**src/rtl/bscan_pkg.sv**
```systemverilog
package bscan_pkg;
    localparam int IR_W = 3;

    typedef enum logic [IR_W-1:0] {
        INS_EXTEST  = 3'b000,
        INS_IDCODE  = 3'b001,
        INS_SAMPLEZ = 3'b010,
        INS_RSV3    = 3'b011,
        INS_SAMPLE  = 3'b100,
        INS_RSV5    = 3'b101,
        INS_RSV6    = 3'b110,
        INS_BYPASS  = 3'b111
    } instr_e;

    typedef enum logic [1:0] {
        PATH_BSR,
        PATH_ID,
        PATH_BYP
    } path_e;

    localparam logic [IR_W-1:0] IR_CAPTURE = 3'b001;
endpackage

```
**src/rtl/bscan_ir.sv**
```systemverilog
module bscan_ir
    import bscan_pkg::*;
(
    input  logic   tck,
    input  logic   rst_n,
    input  logic   st_tlr,
    input  logic   st_capture_ir,
    input  logic   st_shift_ir,
    input  logic   st_update_ir,
    input  logic   tdi,
    output instr_e ir_cur,
    output path_e  path_sel,
    output logic   ir_tdo
);
    logic [IR_W-1:0] sh_q;
    instr_e          ir_q;

    always_ff @(posedge tck or negedge rst_n) begin
        if (!rst_n)             sh_q <= '0;
        else if (st_capture_ir) sh_q <= IR_CAPTURE;
        else if (st_shift_ir)   sh_q <= {tdi, sh_q[IR_W-1:1]};
    end

    // instruction state register: moves only at Update-IR or reset
    always_ff @(posedge tck or negedge rst_n) begin
        if (!rst_n)            ir_q <= INS_IDCODE;
        else if (st_tlr)       ir_q <= INS_IDCODE;
        else if (st_update_ir) ir_q <= instr_e'(sh_q);
    end

    always_comb begin
        unique case (ir_q)
            INS_EXTEST, INS_SAMPLEZ, INS_SAMPLE: path_sel = PATH_BSR;
            INS_IDCODE:                          path_sel = PATH_ID;
            default:                             path_sel = PATH_BYP;
        endcase
    end

    assign ir_cur = ir_q;
    assign ir_tdo = sh_q[0];


    tlr_idcode_chk: assert property (@(posedge tck) disable iff (!rst_n)
        st_tlr |=> ir_q == INS_IDCODE);

    ir_hold_chk: assert property (@(posedge tck) disable iff (!rst_n)
        (!st_update_ir && !st_tlr) |=> $stable(ir_q));
endmodule

```
**src/rtl/bscan_bsr.sv**
```systemverilog
module bscan_bsr #(
    parameter int N        = 48,
    parameter int CTRL_IDX = 47
) (
    input  logic         tck,
    input  logic         rst_n,
    input  logic         st_tlr,
    input  logic         st_capture_dr,
    input  logic         st_shift_dr,
    input  logic         st_update_dr,
    input  logic         sel,
    input  logic         tdi,
    input  logic [N-1:0] pin_snap,
    output logic [N-1:0] upd_q,
    output logic         ser_out
);
    localparam logic [N-1:0] UPD_RST = {{(N-1){1'b0}}, 1'b1} << CTRL_IDX;

    logic [N-1:0] sh_q;

    always_ff @(posedge tck or negedge rst_n) begin
        if (!rst_n) sh_q <= '0;
        else if (sel) begin
            if (st_capture_dr)    sh_q <= pin_snap;
            else if (st_shift_dr) sh_q <= {tdi, sh_q[N-1:1]};
        end
    end

    always_ff @(posedge tck or negedge rst_n) begin
        if (!rst_n)                    upd_q <= UPD_RST;
        else if (st_tlr)               upd_q[CTRL_IDX] <= 1'b1;
        else if (sel && st_update_dr)  upd_q <= sh_q;
    end

    assign ser_out = sh_q[0];


    tlr_ctrl_chk: assert property (@(posedge tck) disable iff (!rst_n)
        st_tlr |=> upd_q[CTRL_IDX]);

    upd_hold_chk: assert property (@(posedge tck) disable iff (!rst_n)
        (!(sel && st_update_dr) && !st_tlr) |=> $stable(upd_q));

    upd_load_chk: assert property (@(posedge tck) disable iff (!rst_n)
        (sel && st_update_dr && !st_tlr) |=> upd_q == $past(sh_q));
endmodule

```
**src/rtl/bscan_aux.sv**
```systemverilog
module bscan_aux #(
    parameter logic [31:0] ID_VAL = 32'h0C0F_F069
) (
    input  logic tck,
    input  logic rst_n,
    input  logic st_capture_dr,
    input  logic st_shift_dr,
    input  logic sel_id,
    input  logic sel_byp,
    input  logic tdi,
    output logic id_out,
    output logic byp_out
);
    localparam int          ID_W   = 32;
    localparam logic [ID_W-1:0] ID_CAP = ID_VAL | 32'd1;

    logic [ID_W-1:0] id_q;
    logic            byp_q;

    always_ff @(posedge tck or negedge rst_n) begin
        if (!rst_n) id_q <= '0;
        else if (sel_id) begin
            if (st_capture_dr)    id_q <= ID_CAP;
            else if (st_shift_dr) id_q <= {tdi, id_q[ID_W-1:1]};
        end
    end

    always_ff @(posedge tck or negedge rst_n) begin
        if (!rst_n) byp_q <= 1'b0;
        else if (sel_byp) begin
            if (st_capture_dr)    byp_q <= 1'b0;
            else if (st_shift_dr) byp_q <= tdi;
        end
    end

    assign id_out  = id_q[0];
    assign byp_out = byp_q;


    byp_pass_chk: assert property (@(posedge tck) disable iff (!rst_n)
        (sel_byp && st_shift_dr && !st_capture_dr) |=> byp_q == $past(tdi));

    id_lsb_chk: assert property (@(posedge tck) disable iff (!rst_n)
        (sel_id && st_capture_dr) |=> id_q[0]);
endmodule

```
**src/rtl/bscan_datapath.sv**
```systemverilog
module bscan_datapath
    import bscan_pkg::*;
#(
    parameter int          BSR_LEN  = 48,
    parameter int          CTRL_IDX = 47,
    parameter int          DQ_W     = 18,
    parameter logic [31:0] ID_VAL   = 32'h0C0F_F069
) (
    input  logic               tck,
    input  logic               rst_n,
    input  logic               st_tlr,
    input  logic               st_capture_ir,
    input  logic               st_shift_ir,
    input  logic               st_update_ir,
    input  logic               st_capture_dr,
    input  logic               st_shift_dr,
    input  logic               st_update_dr,
    input  logic               tdi,
    input  logic [BSR_LEN-1:0] pin_snap,
    input  logic [DQ_W-1:0]    core_q,
    input  logic               core_oe,
    output logic               tdo,
    output logic               tdo_en,
    output logic [BSR_LEN-1:0] bsr_par,
    output logic [DQ_W-1:0]    pin_q,
    output logic               pin_oe
);
    instr_e ir_cur;
    path_e  path_sel;
    logic   ir_tdo, bsr_out, id_out, byp_out, ser;
    logic   shifting;

    bscan_ir u_ir (
        .tck(tck), .rst_n(rst_n), .st_tlr(st_tlr),
        .st_capture_ir(st_capture_ir), .st_shift_ir(st_shift_ir),
        .st_update_ir(st_update_ir), .tdi(tdi),
        .ir_cur(ir_cur), .path_sel(path_sel), .ir_tdo(ir_tdo)
    );

    bscan_bsr #(.N(BSR_LEN), .CTRL_IDX(CTRL_IDX)) u_bsr (
        .tck(tck), .rst_n(rst_n), .st_tlr(st_tlr),
        .st_capture_dr(st_capture_dr), .st_shift_dr(st_shift_dr),
        .st_update_dr(st_update_dr), .sel(path_sel == PATH_BSR),
        .tdi(tdi), .pin_snap(pin_snap), .upd_q(bsr_par), .ser_out(bsr_out)
    );

    bscan_aux #(.ID_VAL(ID_VAL)) u_aux (
        .tck(tck), .rst_n(rst_n),
        .st_capture_dr(st_capture_dr), .st_shift_dr(st_shift_dr),
        .sel_id(path_sel == PATH_ID), .sel_byp(path_sel == PATH_BYP),
        .tdi(tdi), .id_out(id_out), .byp_out(byp_out)
    );

    assign shifting = st_shift_ir | st_shift_dr;

    always_comb begin
        if (st_shift_ir) ser = ir_tdo;
        else begin
            unique case (path_sel)
                PATH_BSR: ser = bsr_out;
                PATH_ID:  ser = id_out;
                default:  ser = byp_out;
            endcase
        end
    end

    // serial output stage on the falling edge
    always_ff @(negedge tck or negedge rst_n) begin
        if (!rst_n) begin
            tdo_en <= 1'b0;
            tdo    <= 1'b0;
        end else begin
            tdo_en <= shifting;
            tdo    <= shifting ? ser : 1'b0;
        end
    end

    // pin outputs selected by the instruction state
    always_comb begin
        pin_q  = core_q;
        pin_oe = core_oe;
        unique case (ir_cur)
            INS_EXTEST: begin
                pin_q  = bsr_par[DQ_W-1:0];
                pin_oe = bsr_par[CTRL_IDX];
            end
            INS_SAMPLEZ: pin_oe = 1'b0;
            default: ;
        endcase
    end


    samplez_hiz_chk: assert property (@(posedge tck) disable iff (!rst_n)
        (ir_cur == INS_SAMPLEZ) |-> !pin_oe);

    tdo_quiet_chk: assert property (@(posedge tck) disable iff (!rst_n)
        !tdo_en |-> !tdo);
endmodule

```
**config.mk**
```make
export PLATFORM = sky130hd
export DESIGN_NAME = bscan_datapath
export DESIGN_NICKNAME = d
export VERILOG_FILES = /design/src/rtl/bscan_pkg.sv /design/src/rtl/bscan_ir.sv /design/src/rtl/bscan_bsr.sv /design/src/rtl/bscan_aux.sv /design/src/rtl/bscan_datapath.sv
export SDC_FILE = /design/constraint.sdc
export NUM_CORES = 1
export LEC_CHECK = 0
export BUFFER_PORTS_ARGS = -buffer_cell sky130_fd_sc_hd__buf_4
export CAP_MARGIN = 20
export CORE_MARGIN = 3
export CORE_UTILIZATION = 54
export DETAILED_ROUTE_END_ITERATION = 6
export GPL_ROUTABILITY_DRIVEN = 0
export PLACE_DENSITY = 0.8
export RECOVER_POWER = 50
export SYNTH_ARGS = -nofsm -noshare
export SYNTH_HDL_FRONTEND = slang
export SYNTH_SLANG_ARGS = --single-unit
```
**constraint.sdc**
```tcl
create_clock -name tck -period 2.6 [get_ports tck]
set_clock_uncertainty 0.2 [all_clocks]
set_input_delay 0.26 -clock tck [delete_from_list [all_inputs] [get_ports tck]]
set_output_delay 0.26 -clock tck [all_outputs]
set_load 0.05 [all_outputs]
```
Word-level counts from Yosys, hierarchy flattened. Index checks and enable logic that the tools add are counted.

Flip-flop bits (word level): 137. Word-level logic and storage cells: 46.

Equality and inequality tests: 5. Muxes and demuxes: 18. Bitwise gates (word level): 2. Reduce and logical (&&, ||, !) cells: 12.

Operators by type and width (number): 2-to-1 mux 48 bit (3); 2-to-1 mux 32 bit (2); 2-to-1 mux 18 bit (1); 2-to-1 mux 3 bit (4); AND reduction 2 bit (4); nonzero test 2 bit (4); 2-to-1 mux 1 bit (5); case mux 1 bit (2 select lines) (2); case mux 2 bit (2 select lines) (1); == test 3 x 1 -> 1 bit (second input constant) (1); == test 3 x 2 -> 1 bit (second input constant) (1); == test 3 bit (second input constant) (1); logical NOT 3 bit (1); OR reduction 3 bit (1); == test 2 x 1 -> 1 bit (second input constant) (1); == test 2 bit (second input constant) (1); logical NOT 2 bit (1); logical AND 1 bit (1); inverter 1 bit (1); bitwise OR 1 bit (1).

Logic depth before layout (Yosys ltp).
Word-level depth: 7. Gate-level depth with buffers: 6.

By module. A second synthesis with hierarchy kept.

Cell total of the unflattened synthesis: 596. Area, all modules: 6701.4 um^2.

Modules (own cells, without submodules): bscan_bsr (times used 1, cells an instance 375, area each 4316.6 um^2, seq. area each 2403.6 um^2); bscan_aux (times used 1, cells an instance 167, area each 1773.0 um^2, seq. area each 825.8 um^2); bscan_datapath (times used 1, cells an instance 34, area each 357.8 um^2, seq. area each 50.0 um^2); bscan_ir (times used 1, cells an instance 20, area each 254.0 um^2, seq. area each 151.4 um^2).

==> flow_summary.yaml <==
timing:
  drv_slew: 0
  final-setup-viol-count: 3
  whs_ns: 0.00691
  hold_violations: 0
  relSlewSlack: 0.533
  timing.final.ws_setup_ns: -0.120
  rsz0062_at_grt: "true"
  tightest_slew_ns: 0.701
status:
  status: "complete, but fails checks"
  violations: "negative setup slack"
clocking:
  cts-root-buf: "clkbuf_16"
  clock_latency_ns: 0.41
  cts_buffers: 17
  tritoncts: "built"
  htree_levels: 4
  clock_path_buffers: 2
  cts_sinks: 137
  path_clk_slew_ns: 0.06
yosys:
  synth.top_cell.area_share: 0.533
  synth_top_family_by_area: "multiplexers"
  synthTopCellsByArea: "dfrtp_1, mux2_2, mux2i_1"
  yosysTopAreaCell: "dfrtp_1"
  seq_area_frac_synth: 0.549
  ys_warn_count: 0
  synthesis.nets: 515
  synthSimpleGateAreaFrac: 0.0417
  yosysUniqueCellTypes: 32
  synth-xor-area-share: 0
  syn_avg_cell_area_sq_um: 14.3
  synth_area_sq_um: 6240
  synth_cells: 438
  synthAdderAreaFrac: 0.00160
  synth-seq-cells: 137
  muxShareOfSynthArea: 0.350
  synth_compound_area_frac: 0.0176
setup_path:
  r2r_end: "tdo"
  crit_slowest_cell: "dfrtn_1"
  cp-end-kind: "output pin"
  slowest_delay_ns: 0.41
  r2r_cells: 5
  path_max_fanout: 1
  crit_family: "flip-flops"
  critPathLaunchType: "flip-flop"
  critical_path_depth: 1
  r2r_slack_ns: -0.11
  required_ns: 2.14
  path_class: "flip-flop to output pin"
  cp.arrival_ns: 2.26
  path_cells: "buf_6"
  timing.rr.start: "u_ir.ir_cur[0]"
  crit_buf_inv: 1
pwr:
  internal-power_w: 0.00612
  ir_drop_mv: 0.798
  p_switching_w: 0.00358
  switching_share: 0.369
  power_frac_seq: 0.353
  combPwrFrac: 0.382
  powerDensity_nw_per_um2: 1120
  p_leak_nw: 4.12
  clkPwrFrac: 0.265
die:
  initial_core_util: 0.564
  rows: 38
  fp.dieArea_sq_um: 12900
  io_pins: 146
  core_sq_um: 11100
  die_y_um: 114
  die_x_um: 114
layout:
  n_fill_cell: 661
  final_core_util: 0.780
  fin_cells: 783
  area_growth_pct: 38.3
  num-nets-final: 707
  final_common_cell: "mux2_2"
  antenna_cells: 0
  drive_above_1_share: 0.588
  layout_common_cells: "mux2_2, buf_4, dfrtp_1"
grt:
  grt_max_degree: 134
  grt_pass1_wl_um: 21900
  grt_usage: 0.218
  grt-ovfl-total: 0
  grt_pass1_vias: 4414
  antenna_found_initial: 0
placement:
  placed_cells: 710
  numPortBuffers: 145
  dp_hpwl_um: 8650
min_path:
  hold_depth: 3
  min_path_type: "primary input to flip-flop"
  holdCritStartpoint: "pin_snap[11]"
  holdPathEnd: "u_bsr.sh_q[11]"
drt:
  via_per_inst: 5.28
  wire_per_inst_um: 17.9
  postRouteAntennaNets: 0
  num_vias: 4134
  drtPass1Iterations: 4
  finalWirelength_um: 14000
  drcViolationCount: 0
  drtIter0Drc: 178
job:
  cap_violations: 0
## cell families after synthesis
kind of cell	after synthesis
compound gates	13
flops	137
mux	196
buf+inv	44
fa+ha+maj	1
simple gates	47
## power by group through the flow
stage          clock, W  combinational (W)  sequential, W
5_1_grt         0.00272            0.00389        0.00353
3_3_place_gp          0            0.00355        0.00339
2_1_floorplan         0            0.00125        0.00463
3_5_place_dp          0            0.00361        0.00344
6_report        0.00257            0.00371        0.00342
4_1_cts         0.00260            0.00367        0.00342
## sequential cells by signal, summed over array words and instances, names as in the netlist
signal / flops
u_ir.sh_q: 3
u_aux.byp_out: 1
u_aux.id_q: 32
u_bsr.upd_q: 48
u_ir.ir_cur: 3
u_bsr.sh_q: 48
tdo_en: 1
tdo: 1
## through the flow
| stage | TNS (ns) | cell area [sq um] | total power (W) | setup slack, ns |
|---|---|---|---|---|
| after global placement | -0.0506 | 7500 | 0.00694 | -0.0506 |
| after detailed placement | -0.121 | 7500 | 0.00705 | -0.121 |
| after global routing | -0.589 | 8640 | 0.0101 | -0.170 |
| after floorplan | -0.191 | 6250 | 0.00588 | -0.191 |
| after CTS | -0.391 | 8470 | 0.00969 | -0.141 |
| final | -0.331 | 8640 | 0.00970 | -0.120 |
## synthesized netlist by cell type (all sizes together)
| cell | count |
|---|---|
| nor2b | 17 |
| dfrtp | 133 |
| nand2b | 1 |
| a21o | 1 |
| nor4b | 1 |
| o22ai | 1 |
| nor2 | 24 |
| buf | 22 |
| nand2 | 1 |
| maj3 | 1 |
| clkbuf | 5 |
| mux2 | 178 |
| o21ai | 2 |
| or2 | 1 |
| a311oi | 1 |
| mux2i | 18 |
| a32o | 1 |
| dfrtn | 2 |
| dfstp | 2 |
| nand3b | 1 |
| inv | 17 |
| a21oi | 2 |
| nor3 | 1 |
| a311o | 1 |
| a211o | 2 |
| o41ai | 1 |
| a31oi | 1 |
## how the worst max path moves through the flow
stage                         startpoint   to
after global placement    u_ir.ir_cur[0]  tdo
after CTS                            tdo  tdo
after floorplan           u_ir.ir_cur[0]  tdo
after detailed placement  u_ir.ir_cur[0]  tdo
final                                tdo  tdo
after global routing      u_ir.ir_cur[1]  tdo
## final cells by class
class                           instances  area [sq um]  share of cell area
Sequential cell                       137          3430               0.397
Multi-Input combinational cell        257          2580               0.299
Timing Repair Buffer                  200          1750               0.203
Clock buffer                           25           495              0.0573
Tap cell                              140           175              0.0203
Clock inverter                          7           138              0.0159
Inverter                               17          63.8             0.00739
## metal layers
metal  GRT usage  share of wire
met1       0.264           0.41
met2       0.357           0.51
met3      0.0960          0.070
met4      0.0569         0.0081
met5           0              0
## timing repair
action                     4_1_cts  5_1_grt
cloned                           0        3
gates resized for setup          4       19
pin swaps                        2        3
setup buffers                    2        5
hold endpoints to repair       161        0
hold buffers                    31        0
setup endpoints to repair        3       21
Power figures use the tool's default switching activity.
